### config.mk
export PLATFORM = sky130hd
export DESIGN_NAME = mbox_flag_ctrl
export DESIGN_NICKNAME = d
export VERILOG_FILES = /design/src/rtl/mbox_pkg.sv /design/src/rtl/mbox_port_dec.sv /design/src/rtl/mbox_flag_array.sv /design/src/rtl/mbox_bank.sv /design/src/rtl/mbox_rdmux.sv /design/src/rtl/mbox_flag_ctrl.sv
export SDC_FILE = /design/constraint.sdc
export NUM_CORES = 1
export LEC_CHECK = 0
export ABC_AREA = 1
export BUFFER_PORTS_ARGS = -buffer_cell sky130_fd_sc_hd__buf_4
export CORE_MARGIN = 2
export CORE_UTILIZATION = 26
export CTS_CLUSTER_DIAMETER = 60
export CTS_CLUSTER_SIZE = 24
export DETAILED_ROUTE_END_ITERATION = 10
export GPL_TIMING_DRIVEN = 0
export HOLD_SLACK_MARGIN = 0.12
export PLACE_DENSITY = 0.48
export SETUP_SLACK_MARGIN = 0.3
export SLEW_MARGIN = 20
export SYNTH_ARGS = -nofsm -noshare
export SYNTH_HDL_FRONTEND = slang
export SYNTH_HIERARCHICAL = 1
export SYNTH_SLANG_ARGS = --single-unit
### constraint.sdc
create_clock -name clk -period 5.23 [get_ports clk]
set_clock_uncertainty 0.2 [all_clocks]
set_input_delay 0.7845 -clock clk [delete_from_list [all_inputs] [get_ports clk]]
set_output_delay 0.7845 -clock clk [all_outputs]
set_load 0.02 [all_outputs]
### src/rtl/mbox_pkg.sv
package mbox_pkg;

  // Largest channel count the register layout can hold.
  localparam int CH_MAX = 16;

  // Word offsets inside a processor bank.
  typedef enum logic [1:0] {
    REG_CTRL   = 2'd0,
    REG_MASK   = 2'd1,
    REG_SETCLR = 2'd2,
    REG_STAT   = 2'd3
  } bank_reg_e;

  // Global identification words (byte 0x3F0 and 0x3F4).
  localparam logic [9:0] WORD_CFG = 10'h0FC;
  localparam logic [9:0] WORD_VER = 10'h0FD;

  // Control word bit positions.
  localparam int CTRL_RX_BIT = 0;
  localparam int CTRL_TX_BIT = 16;

  typedef struct packed {
    logic ctrl_we;
    logic mask_we;
    logic scr_we;
  } bank_wr_t;

  function automatic logic [CH_MAX-1:0] chan_valid(input int nch);
    logic [CH_MAX-1:0] v;
    for (int i = 0; i < CH_MAX; i++) v[i] = (i < nch);
    return v;
  endfunction

endpackage

### src/rtl/mbox_port_dec.sv
module mbox_port_dec
  import mbox_pkg::*;
#(
  parameter int PORT = 0,
  parameter int AW   = 10
) (
  input  logic          we,
  input  logic [AW-1:0] addr,
  output bank_wr_t      wr
);

  logic own_bank;
  bank_reg_e sel;

  always_comb begin
    own_bank = (addr[AW-1:3] == '0) && (addr[2] == 1'(PORT));
    sel      = bank_reg_e'(addr[1:0]);
    wr.ctrl_we = we && own_bank && (sel == REG_CTRL);
    wr.mask_we = we && own_bank && (sel == REG_MASK);
    wr.scr_we  = we && own_bank && (sel == REG_SETCLR);
  end

endmodule

### src/rtl/mbox_flag_array.sv
module mbox_flag_array
  import mbox_pkg::*;
#(
  parameter int NCH = 16
) (
  input  logic                   clk,
  input  logic                   rst_n,
  input  logic [1:0]             scr_we,
  input  logic [1:0][31:0]       wdata,
  output logic [1:0][CH_MAX-1:0] flags
);

  localparam logic [CH_MAX-1:0] VALID = chan_valid(NCH);

  logic [1:0][CH_MAX-1:0] set_req;
  logic [1:0][CH_MAX-1:0] clr_req;
  logic [1:0][CH_MAX-1:0] flags_d;
  logic                   flags_ce;

  // Owner raises with the upper half, partner lowers with the lower half.
  for (genvar p = 0; p < 2; p++) begin : g_req
    always_comb begin
      set_req[p] = scr_we[p] ? (wdata[p][31:16] & VALID) : '0;
      clr_req[p] = scr_we[p] ? (wdata[p][15:0]  & VALID) : '0;
    end
  end

  // A raise beats a same-cycle lower of the same flag.
  for (genvar p = 0; p < 2; p++) begin : g_next
    always_comb begin
      flags_d[p] = ((flags[p] & ~clr_req[1-p]) | set_req[p]) & VALID;
    end
  end

  assign flags_ce = |scr_we;

  always_ff @(posedge clk or negedge rst_n) begin
    if (!rst_n) begin
      flags <= '0;
    end else if (flags_ce) begin
      flags <= flags_d;
    end
  end

endmodule

### src/rtl/mbox_bank.sv
module mbox_bank
  import mbox_pkg::*;
#(
  parameter int NCH = 16
) (
  input  logic              clk,
  input  logic              rst_n,
  input  logic              ctrl_we,
  input  logic              mask_we,
  input  logic [31:0]       wdata,
  input  logic [CH_MAX-1:0] own_flags,
  input  logic [CH_MAX-1:0] partner_flags,
  output logic              rx_en,
  output logic              tx_en,
  output logic [31:0]       mask,
  output logic              rx_irq,
  output logic              tx_irq
);

  localparam logic [CH_MAX-1:0] VALID = chan_valid(NCH);

  logic              rx_en_d;
  logic              tx_en_d;
  logic [31:0]       mask_d;
  logic [CH_MAX-1:0] rx_pend;
  logic [CH_MAX-1:0] tx_pend;

  always_comb begin
    rx_en_d = ctrl_we ? wdata[CTRL_RX_BIT] : rx_en;
    tx_en_d = ctrl_we ? wdata[CTRL_TX_BIT] : tx_en;
    mask_d  = mask_we ? wdata : mask;
  end

  always_ff @(posedge clk or negedge rst_n) begin
    if (!rst_n) begin
      rx_en <= 1'b0;
      tx_en <= 1'b0;
    end else if (ctrl_we) begin
      rx_en <= rx_en_d;
      tx_en <= tx_en_d;
    end
  end

  always_ff @(posedge clk or negedge rst_n) begin
    if (!rst_n) begin
      mask <= '1;
    end else if (mask_we) begin
      mask <= mask_d;
    end
  end

  // Receive looks at raised partner flags, transmit at lowered own flags.
  always_comb begin
    rx_pend = partner_flags & ~mask[CH_MAX-1:0] & VALID;
    tx_pend = ~own_flags & ~mask[31:CH_MAX] & VALID;
    rx_irq  = rx_en & (|rx_pend);
    tx_irq  = tx_en & (|tx_pend);
  end

endmodule

### src/rtl/mbox_rdmux.sv
module mbox_rdmux
  import mbox_pkg::*;
#(
  parameter int NCH       = 16,
  parameter int AW        = 10,
  parameter int VER_MAJOR = 1,
  parameter int VER_MINOR = 0
) (
  input  logic [AW-1:0]          addr,
  input  logic [1:0]             rx_en,
  input  logic [1:0]             tx_en,
  input  logic [1:0][31:0]       mask,
  input  logic [1:0][CH_MAX-1:0] flags,
  output logic [31:0]            rdata
);

  localparam logic [31:0] CFG_WORD = 32'(NCH) & 32'h0000_00FF;
  localparam logic [31:0] VER_WORD = {24'd0, 4'(VER_MAJOR), 4'(VER_MINOR)};

  logic      b;
  bank_reg_e sel;

  always_comb begin
    b     = addr[2];
    sel   = bank_reg_e'(addr[1:0]);
    rdata = '0;
    if (addr[AW-1:3] == '0) begin
      unique case (sel)
        REG_CTRL: begin
          rdata[CTRL_RX_BIT] = rx_en[b];
          rdata[CTRL_TX_BIT] = tx_en[b];
        end
        REG_MASK:   rdata = mask[b];
        REG_SETCLR: rdata = '0;
        REG_STAT:   rdata = {{(32-CH_MAX){1'b0}}, flags[b]};
        default:    rdata = '0;
      endcase
    end else if (addr == AW'(WORD_CFG)) begin
      rdata = CFG_WORD;
    end else if (addr == AW'(WORD_VER)) begin
      rdata = VER_WORD;
    end
  end

endmodule

### src/rtl/mbox_flag_ctrl.sv
module mbox_flag_ctrl
  import mbox_pkg::*;
#(
  parameter int NCH       = 16,
  parameter int AW        = 10,
  parameter int VER_MAJOR = 1,
  parameter int VER_MINOR = 0
) (
  input  logic          clk,
  input  logic          rst_n,
  input  logic          p0_we,
  input  logic [AW-1:0] p0_addr,
  input  logic [31:0]   p0_wdata,
  output logic [31:0]   p0_rdata,
  input  logic          p1_we,
  input  logic [AW-1:0] p1_addr,
  input  logic [31:0]   p1_wdata,
  output logic [31:0]   p1_rdata,
  output logic          p0_rx_irq,
  output logic          p0_tx_irq,
  output logic          p1_rx_irq,
  output logic          p1_tx_irq
);

  logic [1:0]             rst_sync;
  logic                   rst_int_n;
  logic [1:0]             we_v;
  logic [1:0][AW-1:0]     addr_v;
  logic [1:0][31:0]       wdata_v;
  logic [1:0][31:0]       rdata_v;
  bank_wr_t [1:0]         wr_v;
  logic [1:0]             scr_we_v;
  logic [1:0]             rx_en_v;
  logic [1:0]             tx_en_v;
  logic [1:0][31:0]       mask_v;
  logic [1:0]             rx_irq_v;
  logic [1:0]             tx_irq_v;
  logic [1:0][CH_MAX-1:0] flag_vec;

  // Reset: asserted at once, released two edges later.
  always_ff @(posedge clk or negedge rst_n) begin
    if (!rst_n) begin
      rst_sync <= 2'b00;
    end else begin
      rst_sync <= {rst_sync[0], 1'b1};
    end
  end
  assign rst_int_n = rst_sync[1];

  assign we_v    = {p1_we, p0_we};
  assign addr_v  = {p1_addr, p0_addr};
  assign wdata_v = {p1_wdata, p0_wdata};

  for (genvar p = 0; p < 2; p++) begin : g_port
    mbox_port_dec #(.PORT(p), .AW(AW)) u_dec (
      .we   (we_v[p]),
      .addr (addr_v[p]),
      .wr   (wr_v[p])
    );

    assign scr_we_v[p] = wr_v[p].scr_we;

    mbox_bank #(.NCH(NCH)) u_bank (
      .clk           (clk),
      .rst_n         (rst_int_n),
      .ctrl_we       (wr_v[p].ctrl_we),
      .mask_we       (wr_v[p].mask_we),
      .wdata         (wdata_v[p]),
      .own_flags     (flag_vec[p]),
      .partner_flags (flag_vec[1-p]),
      .rx_en         (rx_en_v[p]),
      .tx_en         (tx_en_v[p]),
      .mask          (mask_v[p]),
      .rx_irq        (rx_irq_v[p]),
      .tx_irq        (tx_irq_v[p])
    );

    mbox_rdmux #(
      .NCH(NCH), .AW(AW), .VER_MAJOR(VER_MAJOR), .VER_MINOR(VER_MINOR)
    ) u_rd (
      .addr  (addr_v[p]),
      .rx_en (rx_en_v),
      .tx_en (tx_en_v),
      .mask  (mask_v),
      .flags (flag_vec),
      .rdata (rdata_v[p])
    );
  end

  mbox_flag_array #(.NCH(NCH)) u_flags (
    .clk    (clk),
    .rst_n  (rst_int_n),
    .scr_we (scr_we_v),
    .wdata  (wdata_v),
    .flags  (flag_vec)
  );

  assign p0_rdata  = rdata_v[0];
  assign p1_rdata  = rdata_v[1];
  assign p0_rx_irq = rx_irq_v[0];
  assign p0_tx_irq = tx_irq_v[0];
  assign p1_rx_irq = rx_irq_v[1];
  assign p1_tx_irq = tx_irq_v[1];

endmodule

==> impl_metrics.ini <==
[worst_hold_path]
hp-class = flop to flop
hp-start = rst_sync[0]$_DFF_PN0_

[setup_path]
slowest_stage = buf_2
end_kind = output pin
critPathMaxStageDelay_ps = 300
reg2reg_from = rst_sync[1]$_DFF_PN0_
crit_top_cell = buf_4
crit_fanout = 10
worst-r2r-setup-slack_ps = 3880
crit_arrival_ps = 2120
crit_path_cell_trace = buf_4 -> buf_4 -> inv_2 -> buf_2 -> o21ai_1 -> a21oi_1 -> buf_4
cp.required_ps = 4250
crit_path_start = p1_addr[2]
critical_path_class = input pin to output pin
start_kind = input pin

[drt]
drt-pass1-iter-count = 5
drtIter0Drc = 340
ant_nets = 0
via_per_inst = 4.454
routed_wl_um = 28930
vias = 7087
routedWlPerCell_um = 18.19
drc = 0

[floorplanning]
placementRows = 61
initial_core_util = 0.2660
die_area_mm2 = 0.03002
die_w_um = 173.3
io_pins = 156
core-area_mm2 = 0.02801
die_height_um = 173.3

[cells_and_area]
utilization = 0.3366
drive_gt1_frac = 0.3322
synthToLayoutAreaGrowth_pct = 26.57
nNetsFinal = 1296
antenna_cells = 0

[power_and_ir_drop]
power_switching_mw = 0.4947
ir_worst_vdd_mv = 0.1557
p_clk_frac = 0.386
seqPwrFrac = 0.470
power_density_mw_per_mm2 = 191.6
finalPower_mw = 1.806
p_int_mw = 1.312
swShare = 0.2739
leakagePower_nw = 5.008
comb_power_share = 0.143

[timing]
min_period_over_period = 0.5938
min_period_ps = 3105
relSlewSlack = 0.5367
tightest_slew_ps = 695.0
finalSetupViolations = 0
max_freq_mhz = 322.0
rsz0062_at_grt = no
fin_setup_tns_ps = 0
holdWs_ps = 153.1
hold_viol_final = 0
slew_viol_final = 0

[global_routing]
grt_pass1_wl_um = 43300
grt_max_degree = 53
track_usage = 0.1912
gr-total-overflow = 0
grt_pass1_vias = 6993
antenna_found_initial = 0

[cts]
cts.path.max_buffers = 2
post_cts_resized = 0
tritoncts = yes
cts-htree-levels = 3
insertion_delay_ps = 350
cts_buffers = 9
cts-root-buf = clkbuf_16
clk_pin_slew_ps = 70
cts_sinks = 102

[synthesis]
syn_area_mm2 = 0.007450
synth_xor_area_frac = 0
synth_flop_cell = dfstp_2
ys.warnings.count = 6
synthMuxAreaShare = 0.04434
syn_inst = 1040
synthAdderAreaFrac = 0
yosys.area_share.simple = 0.3174
syn_area_per_cell_um2 = 7.163
seq_area_frac_synth = 0.3534
async_reset_ff_frac = 1.000
yosysUniqueCellTypes = 34
synth_enable_flop_cells = 0
ys_ff_latch = 102
synth-compound-area-share = 0.1468
synth_top_family_by_area = simple AND/OR/NAND/NOR gates
syn-num-nets = 1128

[placed_design]
hpwl_um = 23300
gp_congestion = 0.8355
port_buffers = 155

[flow_run]
maxCapViolations = 0

[status]
status = complete, no violations
==> path summary, 6_finish.rpt <==
check,end,cells past startpoint
worst max-delay path,p1_rdata[12],7
worst min register to register,rst_sync[1]$_DFF_PN0_,0
max in group asynchronous,g_port[1].u_bank/mask[16]$_DFFE_PN1P_,1
worst max register to register,g_port[1].u_bank/mask[16]$_DFFE_PN1P_,1
min in group asynchronous,u_flags/flags[10]$_DFFE_PN0P_,0
worst min-delay path,rst_sync[1]$_DFF_PN0_,0
==> through the flow <==
stage	area, um2	std cells	setup WS, ps
2_1_floorplan	7450	1040	2090
3_3_place_gp	9086	1573	556.3
3_5_place_dp	9117	1574	2147
4_1_cts	9429	1591	2143
5_1_grt	9429	1591	2035
6_report	9429	1591	2125
==> state kept, by name (all words and copies together), names as in the netlist <==
name and cells:
u_flags/flags 32, g_port.u_bank/rx_en 2, rst_sync 2, g_port.u_bank/mask 64
g_port.u_bank/tx_en 2
==> critical path: cells and delay by family <==
| kind | cells | cell delay (ps) |
|---|---|---|
| buffers and inverters | 5 | 940 |
| AO/OA/AOI/OAI | 2 | 380 |
==> layout make-up <==
type | instances | area, um2
Buffer | 46 | 437.9
Clock buffer | 11 | 242.7
Clock inverter | 5 | 58.81
Fill cell | 3062 | 18580
Inverter | 155 | 586.8
Multi-Input combinational cell | 737 | 3792
Sequential cell | 102 | 2636
Tap cell | 378 | 473.0
Timing Repair Buffer | 157 | 1201
==> cell usage in the layout (no fill, tap or decap), drive strengths merged, types with 4 or more instances in the layout <==
cell type / n
inv: 155
o211ai: 26
mux2i: 30
clkbuf: 11
dfrtp: 38
nor2: 136
nand2: 386
dfstp: 64
nand3: 20
a21oi: 26
buf: 202
nand3b: 4
o21ai: 96
nor3: 6
==> per-layer routing <==
layer,share of wire,global-route usage,up-vias
met5,0,0,-
li1,-,-,3536
met2,0.45,0.3020,190
met3,0.044,0.02061,26
met4,0.018,0.05155,0
met1,0.49,0.2768,3335
==> power by group through the flow <==
| stage | clock network, mW | logic [mW] | registers (mW) |
|---|---|---|---|
| CTS | 0.717 | 0.261 | 0.849 |
| detailed placement | 0 | 0.259 | 0.863 |
| finish | 0.698 | 0.259 | 0.850 |
| global placement | 0 | 0.247 | 0.870 |
| floorplan | 0 | 0.132 | 0.855 |
| global route | 0.752 | 0.282 | 0.853 |
==> Yosys cell counts (2+ instances only) <==
library cell  number  area [um2]
nand2_1          384        1441
inv_1            150       563.0
nor2_1           106       397.9
dfstp_2           64        1682
o21ai_2           48       420.4
dfrtp_1           38       950.9
o21ai_1           36       180.2
mux2i_1           30       300.3
nor2_2            26       162.7
a21oi_1           24       120.1
buf_6             22       247.7
o211ai_2          20       250.2
nand3_1           16       80.08
buf_2             12       60.06
o21ai_0           12       60.06
buf_4              8       60.06
nor3_2             6       60.06
o211ai_1           6       45.04
inv_2              3       11.26
a21oi_2            2       17.52
buf_12             2       40.04
buf_8              2       30.03
inv_4              2       12.51
mux2_4             2       30.03
nand2_4            2       22.52
nand3_2            2       20.02
nand3_4            2       35.03
nand3b_1           2       15.01
nand3b_4           2       40.04
nand4_1            2       12.51
nor2_4             2       22.52
nor2_8             2       40.04
nor3b_1            2       15.01
==> cells by family (layout without fill, tap and decap cells) <==
family / after synthesis / in the layout
AND/OR/NAND/NOR: 556 / 556
buffers and inverters: 201 / 374
AO/OA/AOI/OAI: 148 / 148
flip-flops: 102 / 102
multiplexers: 32 / 32
other: 1 / 1
==> what timing repair did <==
item / in CTS / in global routing
buffers inserted: 0 / 0
hold buffers: 1 / 0
hold endpoints to repair: 2 / 0
endpoints found under the setup margin: 0 / 0
(Power assumes the default switching activity.)
